==> src/rtl/bodg_pkg.sv <==
package bodg_pkg;
  localparam int unsigned WIN_DEF  = 4;
  localparam int unsigned DLY_DEF  = 3;
  localparam int unsigned HOLD_DEF = 3;
  localparam logic [1:0] CODE_OPEN = 2'b11;
  localparam logic [1:0] CODE_SET  = 2'b10;
endpackage

==> src/rtl/bodg_window.sv <==
module bodg_window #(
  parameter int unsigned WIN_CYC = 4
) (
  input  logic clk,
  input  logic rst_n,
  input  logic start_i,
  input  logic cancel_i,
  output logic open_o
);
  localparam int unsigned CW = $clog2(WIN_CYC + 1);
  logic [CW-1:0] left_q;

  always_ff @(posedge clk) begin
    if (!rst_n)        left_q <= '0;
    else if (start_i)  left_q <= CW'(WIN_CYC);
    else if (cancel_i) left_q <= '0;
    else if (left_q != '0) left_q <= left_q - 1'b1;
  end

  assign open_o = (left_q != '0);
endmodule

==> src/rtl/bodg_arm_timer.sv <==
module bodg_arm_timer #(
  parameter int unsigned DLY_CYC  = 3,
  parameter int unsigned HOLD_CYC = 3
) (
  input  logic clk,
  input  logic rst_n,
  input  logic load_i,
  output logic set_o,
  output logic active_o
);
  localparam int unsigned TOTAL = DLY_CYC + HOLD_CYC;
  localparam int unsigned CW    = $clog2(TOTAL + 1);
  logic [CW-1:0] cnt_q;

  always_ff @(posedge clk) begin
    if (!rst_n)            cnt_q <= '0;
    else if (load_i)       cnt_q <= CW'(TOTAL);
    else if (cnt_q != '0)  cnt_q <= cnt_q - 1'b1;
  end

  assign set_o    = (cnt_q != '0);
  assign active_o = set_o && (cnt_q <= CW'(HOLD_CYC));
endmodule

==> src/rtl/bodg_off_hold.sv <==
module bodg_off_hold (
  input  logic clk,
  input  logic rst_n,
  input  logic sleep_i,
  input  logic active_i,
  input  logic wake_i,
  output logic off_o
);
  always_ff @(posedge clk) begin
    if (!rst_n)                     off_o <= 1'b0;
    else if (wake_i)                off_o <= 1'b0;
    else if (sleep_i && active_i)   off_o <= 1'b1;
  end
endmodule

==> src/rtl/bod_sleep_guard.sv <==
module bod_sleep_guard
  import bodg_pkg::*;
#(
  parameter int unsigned DATA_W   = 8,
  parameter int unsigned WIN_CYC  = WIN_DEF,
  parameter int unsigned DLY_CYC  = DLY_DEF,
  parameter int unsigned HOLD_CYC = HOLD_DEF
) (
  input  logic              clk,
  input  logic              rst_n,
  input  logic              wr_en,
  input  logic [DATA_W-1:0] wr_data,
  output logic [DATA_W-1:0] rd_data,
  input  logic              sleep_req,
  input  logic              wake,
  output logic              sleep_off_now,
  output logic              det_off
);
  localparam int unsigned PAD_W = DATA_W - 2;

  logic [1:0] code;
  logic       wr_open, wr_set, win_open, arm_load, dis_bit, unused_hi;

  assign code      = wr_data[1:0];
  assign unused_hi = ^wr_data[DATA_W-1:2];
  assign wr_open   = wr_en && (code == CODE_OPEN);
  assign wr_set    = wr_en && (code == CODE_SET);
  assign arm_load  = wr_set && win_open;

  bodg_window #(.WIN_CYC(WIN_CYC)) u_win (
    .clk(clk), .rst_n(rst_n),
    .start_i(wr_open),
    .cancel_i(wr_en && !wr_open),
    .open_o(win_open)
  );

  bodg_arm_timer #(.DLY_CYC(DLY_CYC), .HOLD_CYC(HOLD_CYC)) u_tmr (
    .clk(clk), .rst_n(rst_n),
    .load_i(arm_load),
    .set_o(dis_bit),
    .active_o(sleep_off_now)
  );

  bodg_off_hold u_off (
    .clk(clk), .rst_n(rst_n),
    .sleep_i(sleep_req),
    .active_i(sleep_off_now),
    .wake_i(wake),
    .off_o(det_off)
  );

  assign rd_data = {{PAD_W{1'b0}}, dis_bit, win_open};
endmodule

==> config.mk <==
export PLATFORM = sky130hd
export DESIGN_NAME = bod_sleep_guard
export DESIGN_NICKNAME = d
export VERILOG_FILES = /design/src/rtl/bodg_pkg.sv /design/src/rtl/bodg_window.sv /design/src/rtl/bodg_arm_timer.sv /design/src/rtl/bodg_off_hold.sv /design/src/rtl/bod_sleep_guard.sv
export SDC_FILE = /design/constraint.sdc
export NUM_CORES = 1
export LEC_CHECK = 0
export ABC_AREA = 1
export BUFFER_PORTS_ARGS = -buffer_cell sky130_fd_sc_hd__buf_2
export CORE_AREA = 4 4 41 43
export CTS_BUF_LIST = sky130_fd_sc_hd__clkbuf_16
export DETAILED_ROUTE_END_ITERATION = 6
export DIE_AREA = 0 0 45 47
export GPL_TIMING_DRIVEN = 1
export PLACE_DENSITY = 0.64
export SLEW_MARGIN = 10
export SYNTH_ARGS = -nofsm -noshare
export SYNTH_HDL_FRONTEND = slang
export SYNTH_SLANG_ARGS = --single-unit
==> constraint.sdc <==
create_clock -name clk -period 3.1 [get_ports clk]
set_input_delay 0.62 -clock clk [delete_from_list [all_inputs] [get_ports clk]]
set_output_delay 0.62 -clock clk [all_outputs]
set_load 0.02 [all_outputs]
# Yosys cells after proc, flatten, opt, wreduce, memory -nomap -nowiden
# Index checks and enable logic that the tools add are counted.
[word_totals]
ff_bits = 7
word_cells = 30
output_inout_bits = 10
input_bits = 13
[op_classes]
eq_ne = 2
addsub = 2
n_reduce_logical = 14
n_mux = 5
bitwise_logic = 1
magnitude_cmp = 1
[op_table]
columns = ["op", "count"]
rows = [
  ["$mux W3", 5],
  ["$reduce_bool A3 Y1", 3],
  ["$logic_and A1 B1 Y1", 6],
  ["$sub A3 B1 Y3 const B", 2],
  ["$eq A2 B2 Y1 const B", 2],
  ["$reduce_or A2 Y1", 2],
  ["$le A3 B2 Y1 const B", 1],
  ["$reduce_or A3 Y1", 1],
  ["$reduce_bool A2 Y1", 1],
  ["$logic_not A1 Y1", 1],
  ["$not A1 Y1", 1],
]

# Depth between registers and ports, before layout
# Gate-level depths: netlist (run 1).
[depth]
word_depth = 6
ltp_mapped = 8
ltp_nobuf = 8

# Modules after synthesis
# From an unflattened synthesis (run 1), not the netlist that was laid out.
[hier_totals]
cells_unflattened = 76
hier_area_um2 = 511.7
[by_module_without_submodules]
columns = ["module", "cells_per_inst", "n_inst", "seq_area_each_um2", "area_per_inst_um2"]
rows = [
  ["bodg_window", 26, 1, 60.1, 187.7],
  ["bodg_arm_timer", 27, 1, 60.1, 182.7],
  ["bod_sleep_guard", 17, 1, 0.0, 97.6],
  ["bodg_off_hold", 6, 1, 20.0, 43.8],
]

# Worst setup path after synthesis (run 1)
# No wires, ideal clock.
[synth_timing]
kind = "register to output"
startpoint = "reg u_tmr.cnt_q[2]"
endpoint = "out sleep_off_now"
path_stages_with_launch = 4
arrival_time_ps = 982
required_time_ps = 2480
path_slack_ps = 1498
path_buffers = 0
path_cell_list = "dfxtp_1 inv_1 ha_1 nor2_1"
[synth_via]
elab_chain_cells = 2
elab_cells_between_ends = 3
cone_classes = "order compare (1); reduce/logical (2)"
[synth_rtl]
columns = ["item", "line_no", "source"]
rows = [
  ["from (decl)", "bodg_arm_timer.sv:13", "logic [CW-1:0] cnt_q;"],
  ["from (signal assigned)", "bodg_arm_timer.sv:17", "else if (load_i) cnt_q <= CW'(TOTAL);"],
  ["from (signal assigned)", "bodg_arm_timer.sv:18", "else if (cnt_q != '0) cnt_q <= cnt_q - 1'b1;"],
  ["$le A3 B2 Y1 / $reduce_bool A3 Y1 (equally long branches)", "bodg_arm_timer.sv:22, bodg_arm_timer.sv:21", ""],
  ["$logic_and A1 B1 Y1 (*)", "bodg_arm_timer.sv:22", "assign active_o = set_o && (cnt_q <= CW'(HOLD_CYC));"],
  ["to (decl)", "bod_sleep_guard.sv:16", "output logic sleep_off_now,"],
]
# Every way passes the cells marked *; elsewhere a longest branch is shown, timed or not.

# Final worst setup path (run 1)
[layout_timing]
startpoint = "reg u_win.left_q[0]"
endpoint = "out rd_data[0]"
[layout_via]
elab_chain_cells = 1
[layout_rtl]
columns = ["item", "line_no", "source"]
rows = [
  ["from (decl)", "bodg_window.sv:11", "logic [CW-1:0] left_q;"],
  ["from (signal assigned)", "bodg_window.sv:15", "else if (start_i) left_q <= CW'(WIN_CYC);"],
  ["from (signal assigned)", "bodg_window.sv:17", "else if (left_q != '0) left_q <= left_q - 1'b1;"],
  ["$reduce_bool A3 Y1", "bodg_window.sv:20", "assign open_o = (left_q != '0);"],
  ["to (decl)", "bod_sleep_guard.sv:13", "output logic [DATA_W-1:0] rd_data,"],
]
# No other way between the ends.

==> results of run 1 <==
-- metrics by stage --
stage | util, % | worst slack [ps] | area [sq um]
after floorplan | - | 1498 | 471.7
after global placement | 36.92 | 1415 | 480.5
after detailed placement | 36.92 | 1405 | 480.5
after CTS | 42.98 | 1151 | 559.3
after global routing | 42.98 | 1077 | 559.3
final | 42.98 | 1173 | 559.3
-- power groups by stage --
stage,registers (mW),logic [mW],clock network [mW]
2_1_floorplan,0.126,0.163,0
3_3_place_gp,0.125,0.183,0
3_5_place_dp,0.126,0.190,0
4_1_cts,0.124,0.191,0.225
5_1_grt,0.128,0.213,0.232
6_report,0.124,0.187,0.217
-- layer usage --
metal / vias to the layer above / wire length, um
met5: - / 0
met1: 166 / 300
met4: 0 / 23
li1: 201 / -
met2: 14 / 325
met3: 2 / 89
-- critical path, stage by stage, from the launching register on --
cell and delay, ps:
dfxtp_1 320, inv_1 60, ha_1 210, ha_1 220, inv_2 100, buf_2 170
-- sequential cells by signal, summed over array words and instances (netlist names) --
name	flops
u_tmr.cnt_q	3
u_off.off_o	1
u_win.left_q	3
-- synth_stat cells --
library cell,count,area [sq um]
xor2_1,1,8.760
buf_4,8,60.06
a211oi_1,1,7.510
ha_1,5,62.56
nor2_2,1,6.260
inv_1,11,41.29
dfxtp_1,7,140.1
a21oi_1,5,25.02
inv_2,2,7.510
o21ai_0,3,15.01
nor2_1,6,22.52
conb_1,1,3.750
nand2_1,11,41.29
or2_0,1,6.260
nand3_1,1,5.000
-- logic make-up (layout without fill, tap and decap cells) --
group | count (synthesis) | in the layout
xor+xnor | 1 | 1
compound gates | 9 | 9
other cells | 1 | 6
fa+ha+maj | 5 | 5
simple gates | 20 | 20
flops | 7 | 7
buf+inv | 21 | 27
-- cell type report --
| cell class | count | area [sq um] |
|---|---|---|
| multi-input cells | 41 | 222.7 |
| flip-flops and latches | 7 | 140.1 |
| clock buffers | 3 | 75.07 |
| repair buffers | 10 | 50.05 |
| clock inverters | 1 | 3.754 |
| well taps | 15 | 18.77 |
| inverters | 13 | 48.80 |
| fillers | 137 | 742.0 |
-- path summary, 6_finish.rpt --
kind,endpoint,cells past startpoint
setup / recovery,rd_data[0],5
setup reg to reg,u_tmr.cnt_q[1],8
hold / removal,u_win.left_q[0],2
hold reg to reg,u_win.left_q[0],2
==> out/results.txt, run 1 <==
The layer with the highest usage after global routing was met2. The final layout contains routed wiring with a total length of 739 um. The flow ran to the end, and the final reports show no timing, DRC or antenna violations.

The internal power contribution was 0.3441 mW; the sink count of the clock tree was 7. For this run, the number of Yosys warnings is 0. H-tree depth: 1.

The horizontal extent of the die is 45 um. The cell sitting at the root of the clock tree is a clkbuf_16. The clock network burns 41.1% of the power. The XOR/XNOR share of the synthesized area came out at 1.934%.

The run gives 1310 ps as the data arrival time of the critical path. The kind of end point of the critical path was an output port. The part of the cycle the worst path needs came out at 62.15%. The congestion estimate from routability-driven global placement came to 0.6845.

The floorplan has 13 rows. In this run the most critical hold path is launched from u_win.left_q[0]. The first global-routing pass estimated 1.248 mm of wire.

The DRC violations left is 0. Via count of the first global-routing pass: 331. Power density over cell area: 942.5 nW/um^2. The post-route clock skew is 1.917 ps.

The number of optimization iterations in the first detailed-route pass is 1. At the end of the flow, the number of nets in the layout was 94. The pin count of the biggest net entering global routing was 8; the post-synthesis instance total was 64. Summing the sequential cell areas from Yosys gives 30.94% of the chip area. The tools report the met2 routing resource usage after global routing as 12.99%. The synthesized design contains 7 register bits. Critical path startpoint: u_win.left_q[0]. The clock period minus worst slack is 1927 ps. The tools report the initial antenna violation count as 0. Sequential cells account for 23.5% of the total power. The synthesized netlist devotes 17.96% of its cell area to simple gates.

The relative area change from synthesis to final layout is 23.48%. The layout cell share with drive strength beyond 1 was 21.33%. Number of standard cells in the layout, taps in and fillers out: 90. The post-synthesis mux area share works out to 0%.

The antenna violation net count after detailed routing was 0; the setup TNS after final layout was 0 ps. Summed over all nets, the switching power comes to 0.1830 mW. The cell area after technology mapping was 452.9 sq um; the count of unique library cells instantiated by Yosys was 15.

Counting along the longest clock path gives a buffer depth of 2. The run gives 2115 sq um as the area of the die. The logs give 0.3289 nW for the cell leakage power and 0.5190 GHz for the timing-limited maximum frequency. The tools report the smallest hold slack as 453.0 ps. For the worst-skew pair, the clock arrives at the later sink with an insertion delay of 230 ps.

After clock tree synthesis, the clock-pin slew on the worst setup and hold paths is 30 ps. By area, the combinational part of the netlist is dominated by buffers and inverters. The worst setup path is launched from a register.

The post-CTS setup buffer count is 0, and the total power after layout is 0.5271 mW. The run gives 86 as the instance count after placement with tap cells included. Start of the worst register-to-register path: u_win.left_q[0].

The area fraction in compound gates after synthesis was 10.50%; the fraction of power spent switching nets was 34.72%. The run gives 0 as the hold violation total from the final report. The type of the worst min-delay path is register to register. For the worst setup path, the data required time is 2480 ps.

Measured along the y axis, the die boundary spans 47 um. TritonCTS built the clock tree. In this run, the number of DRC markers left after iteration 0 of detailed routing was 0.

For this design the top-level I/O count stands at 23. Global routing consumed, over all layers together, 9.350% of the routing resources. Setup violations remaining at the end of the flow were counted as 0. The average cell area after synthesis works out to 7.077 sq um.

The critical path class is register to output port. For the global-route track usage on met3, the log shows 6.897%. The library cells used most frequently in the layout, excluding fill and tap cells, are 12 x inv_1, 11 x nand2_1, 10 x buf_2. For the global-route track usage on met1, the log shows 8.945%.

Setup repair after global routing left no endpoint under its margin. For this run the aggregate overflow at the end of global routing stands at 0. The per-cell via count in the routed design is 4.256. The detailed router placed 383 vias in this run. The logs give 0 for the hold buffer count at cts and 34.81% for the starting utilization of the core area. The core region is 1301 sq um. In this run, the combinational gates consume 35.4% of the power.

The placed wire-length estimate was 602.2 um; the reg-to-reg setup timing slack was 1860 ps. The tool flagged a number of max-cap violations equal to 0. Leaving out fill and tap cells, the most frequent cell in the layout is inv_1.

0 antenna diodes ended up in the layout. IR analysis of the VDD net gives a maximum drop of 544.2 uV. The final count of pins violating max slew was 0; the highest net fanout along the worst path was 6.

In the final routed layout, each cell accounts on average for 8.211 um. Clock tree synthesis inserted a total of 3 buffers. In this run the tool buffered the top-level ports with 10 buffer cells. The number of cells upsized or downsized after cts was 0; the adder and majority gate portion of the synthesized area was 13.81%.
(Power assumes the default switching activity.)
==> run 2, diff against run 1 <==
Settings changed: ABC_AREA 1 to 0, PLACE_DENSITY 0.64 to 0.67.
Clock period 3.1 ns to 1.74 ns, I/O delays scaled along.
==> out/results.txt, run 2 <==
The run finished with clean final reports. The floorplan die height was 47 um; the total global-route track usage was 9.415%. The sink count of the clock tree was 7. The run gives 327 as the via count of the first global-routing pass.

From left edge to right edge, the die measures 45 um. The core region is 1301 sq um. Setup repair after global routing left no endpoint under its margin.

TritonCTS built the clock tree. The count of buffers added on input and output ports is 10. Dividing total power by cell area gives a power density of 1328 nW/um^2.

In the final timing run, aggregate negative setup slack is 0 ps. For the DRC violations left, the log shows 0. Once layout is complete, the cells apart from fillers number 78. The antenna violation net count after detailed routing was 0. The first detailed-routing pass ran for 3 iterations. The initial antenna violation count is 0, and the average cell area after synthesis is 8.782 sq um. Max-cap violations in this run came to 0. Leaving out fill and tap cells, the most frequent cell in the layout is inv_1. The tools report the post-synthesis instance total as 53. The largest registers in the layout are u_tmr.cnt_q: 3 flops, u_win.left_q: 3 flops, u_off.off_o: 1 flops. The cell type with the highest aggregate area in the netlist is dfxtp_1. The worst setup path is launched from a register. Average wire per standard cell: 9.731 um.

In the post-synthesis netlist, the cell with the most instances is inv_1. The highest net fanout along the worst path is 5, and the total global routing overflow is 0. The tools report the placed wire-length estimate as 599.4 um. Family with the most delay on the worst path: adder cells. For this run, the top clock speed supported by timing is 0.6155 GHz. For the via count, the log shows 339. The tightest min-delay check is of the input pin to register type. The run gives 465.4 sq um as the cell area after technology mapping. Peak ir drop on the vdd network: 600.4 uV. The largest single stage delay on the critical path is 340 ps. Counting flops with a built-in enable in the synthesized netlist gives 0. For the final count of pins violating max slew, the log shows 0.

The insertion delay of the later-clocked pin in the worst-skew pair was 230 ps; the count of unique library cells instantiated by Yosys was 22. The count of synthesis-stage warnings from yosys is 0. Gates resized during post-CTS repair numbered 0. No sink is reached through more buffers than the 2 on the longest clock path. Hold repair after CTS inserted 0 buffers. The post-CTS setup buffer count was 0. The floorplan has 13 rows. The logs give 0 for the hold violation total from the final report and 1 for the H-tree depth. The number of buffers and inverters on the critical path is 3. After synthesis, the cell types taking the most area are dfxtp_1 30%, ha_1 13%, buf_4 13%. In this run, synthesis produced a sequential element count of 7. The critical path is of the register to output port type. The slowest stage of the critical path is the dfxtp_1 cell. Entering global routing, the biggest net connects 8 pins.

The area of the die was 2115 sq um; the relative area change from synthesis to final layout was 23.66%. For this run, the leading register cell type out of synthesis is dfxtp_1. The instance count after placement with tap cells included is 74, and the first-pass GRT wire length is 1.290 mm. Counting instances in the post-synthesis netlist gives the leading cell types as 11 x inv_1, 8 x buf_4, 7 x dfxtp_1. 23 I/O pins were placed.

The starting utilization of the core area is 35.77%. The async set-or-reset flop fraction in the synthesized netlist works out to 0%. Data on the critical path arrives at its endpoint at 1280 ps.

In this run the static leakage power is 0.3002 nW. After clock tree synthesis, the clock-pin slew on the worst setup and hold paths is 40 ps. Across the routed clock network, the largest skew measured is 1.749 ps.

The worst setup path is captured at an output port. The detailed router finished its first iteration with 2 violations. The signal on the critical path passes through inv_1 -> ha_1 -> ha_2 -> inv_1 -> buf_2.

Clock tree synthesis inserted a total of 3 buffers. The library cells used most frequently in the layout, excluding fill and tap cells, are 12 x inv_1, 10 x buf_2, 7 x dfxtp_1. In this run the clock root is driven by a clkbuf_16.

Part of the cycle the worst path needs: 93.38%. Dividing the detail-routed via count by the number of cells gives 4.346. At the worst endpoint, the required time is 1390 ps. The tools report the final wirelength as 759 um. Routability-driven placement finished with a final weighted congestion of 0.6433.

The count of endpoints failing setup in the final report came out at 0. The share of Yosys cell area claimed by the top area cell type works out to 30.11%. The repair_antennas step left the layout with diodes totalling 0. For the finished layout, the period the worst path requires is 1625 ps. For this run, the post-layout net count is 82. Layout cell share with drive strength beyond 1: 23.81%.

Critical path's most frequent cell: inv_1. Sequential cells were found to cover 30.11% of the synthesized design area.
-- run 2: cell types whose count changed after synthesis, moves of 2 or more --
cell      change
inv_2         -2
a21oi_1       -4
nand2_1      -11
o21ai_0       -2
a211oi_1      +2
nor2_1        -4
mux2i_1       +2
-- run 2: worst reg2reg max path, cell delays in order (launching register included) --
cell     delay [ps]
dfxtp_1         360
or2_1           140
inv_1            70
ha_4            180
or4b_1          500
a31oi_1         170
-- run 2: metrics by stage --
stage | hold WS, ps | setup WS (ps) | power, mW | util, % | cell area, sq um
2_1_floorplan | 420.8 | 238.6 | 0.3635 | - | 484.2
3_3_place_gp | 432.2 | 197.7 | 0.3640 | 37.02 | 481.7
3_5_place_dp | 435.9 | 145.5 | 0.3687 | 37.02 | 481.7
4_1_cts | 266.8 | 0.1578 | 0.7635 | 43.08 | 560.5
5_1_grt | 283.0 | 38.66 | 0.8099 | 44.23 | 575.6
6_report | 268.3 | 115.3 | 0.7641 | 44.23 | 575.6
-- run 2: worst paths after layout --
kind	cells after the start	startpoint	end	slack (ps)
setup reg to reg	5	u_tmr.cnt_q[0]	u_tmr.cnt_q[1]	230
hold / removal	2	wake	u_off.off_o	270
setup / recovery	5	u_win.left_q[0]	rd_data[0]	120
hold reg to reg	2	u_off.off_o	u_off.off_o	440
-- run 2: kinds of logic after synthesis --
kind of cell	count (synthesis)	share of synthesized area, %
flops	7	30.11
fa+ha+maj	5	13.44
mux	2	4.301
compound gates	7	9.945
buf+inv	20	24.19
other cells	1	0.8057
simple gates	9	13.45
xor+xnor	2	3.764
-- run 2: power by group --
part	leakage, nW	total [mW]	switching (mW)	internal (mW)
registers	0.0572	0.191	0.0127	0.178
clock network	0.0423	0.387	0.0876	0.299
logic	0.201	0.186	0.106	0.0803
-- run 2: per-layer routing --
layer / up-vias / wire length [um] / GRT usage, %
met5: - / 0 / 0
met4: 0 / 12 / 8.772
met3: 2 / 69 / 5.747
met2: 13 / 357 / 13.56
met1: 152 / 319 / 9.361
li1: 172 / - / -
-- run 2: area by class of cell --
class	count	area (sq um)
sequential	7	140.1
tap	15	18.77
clock inverter	1	3.754
multi-input combinational	31	246.5
inverter	11	41.29
fill	135	725.7
timing repair buffer	10	50.05
clock buffer	3	75.07
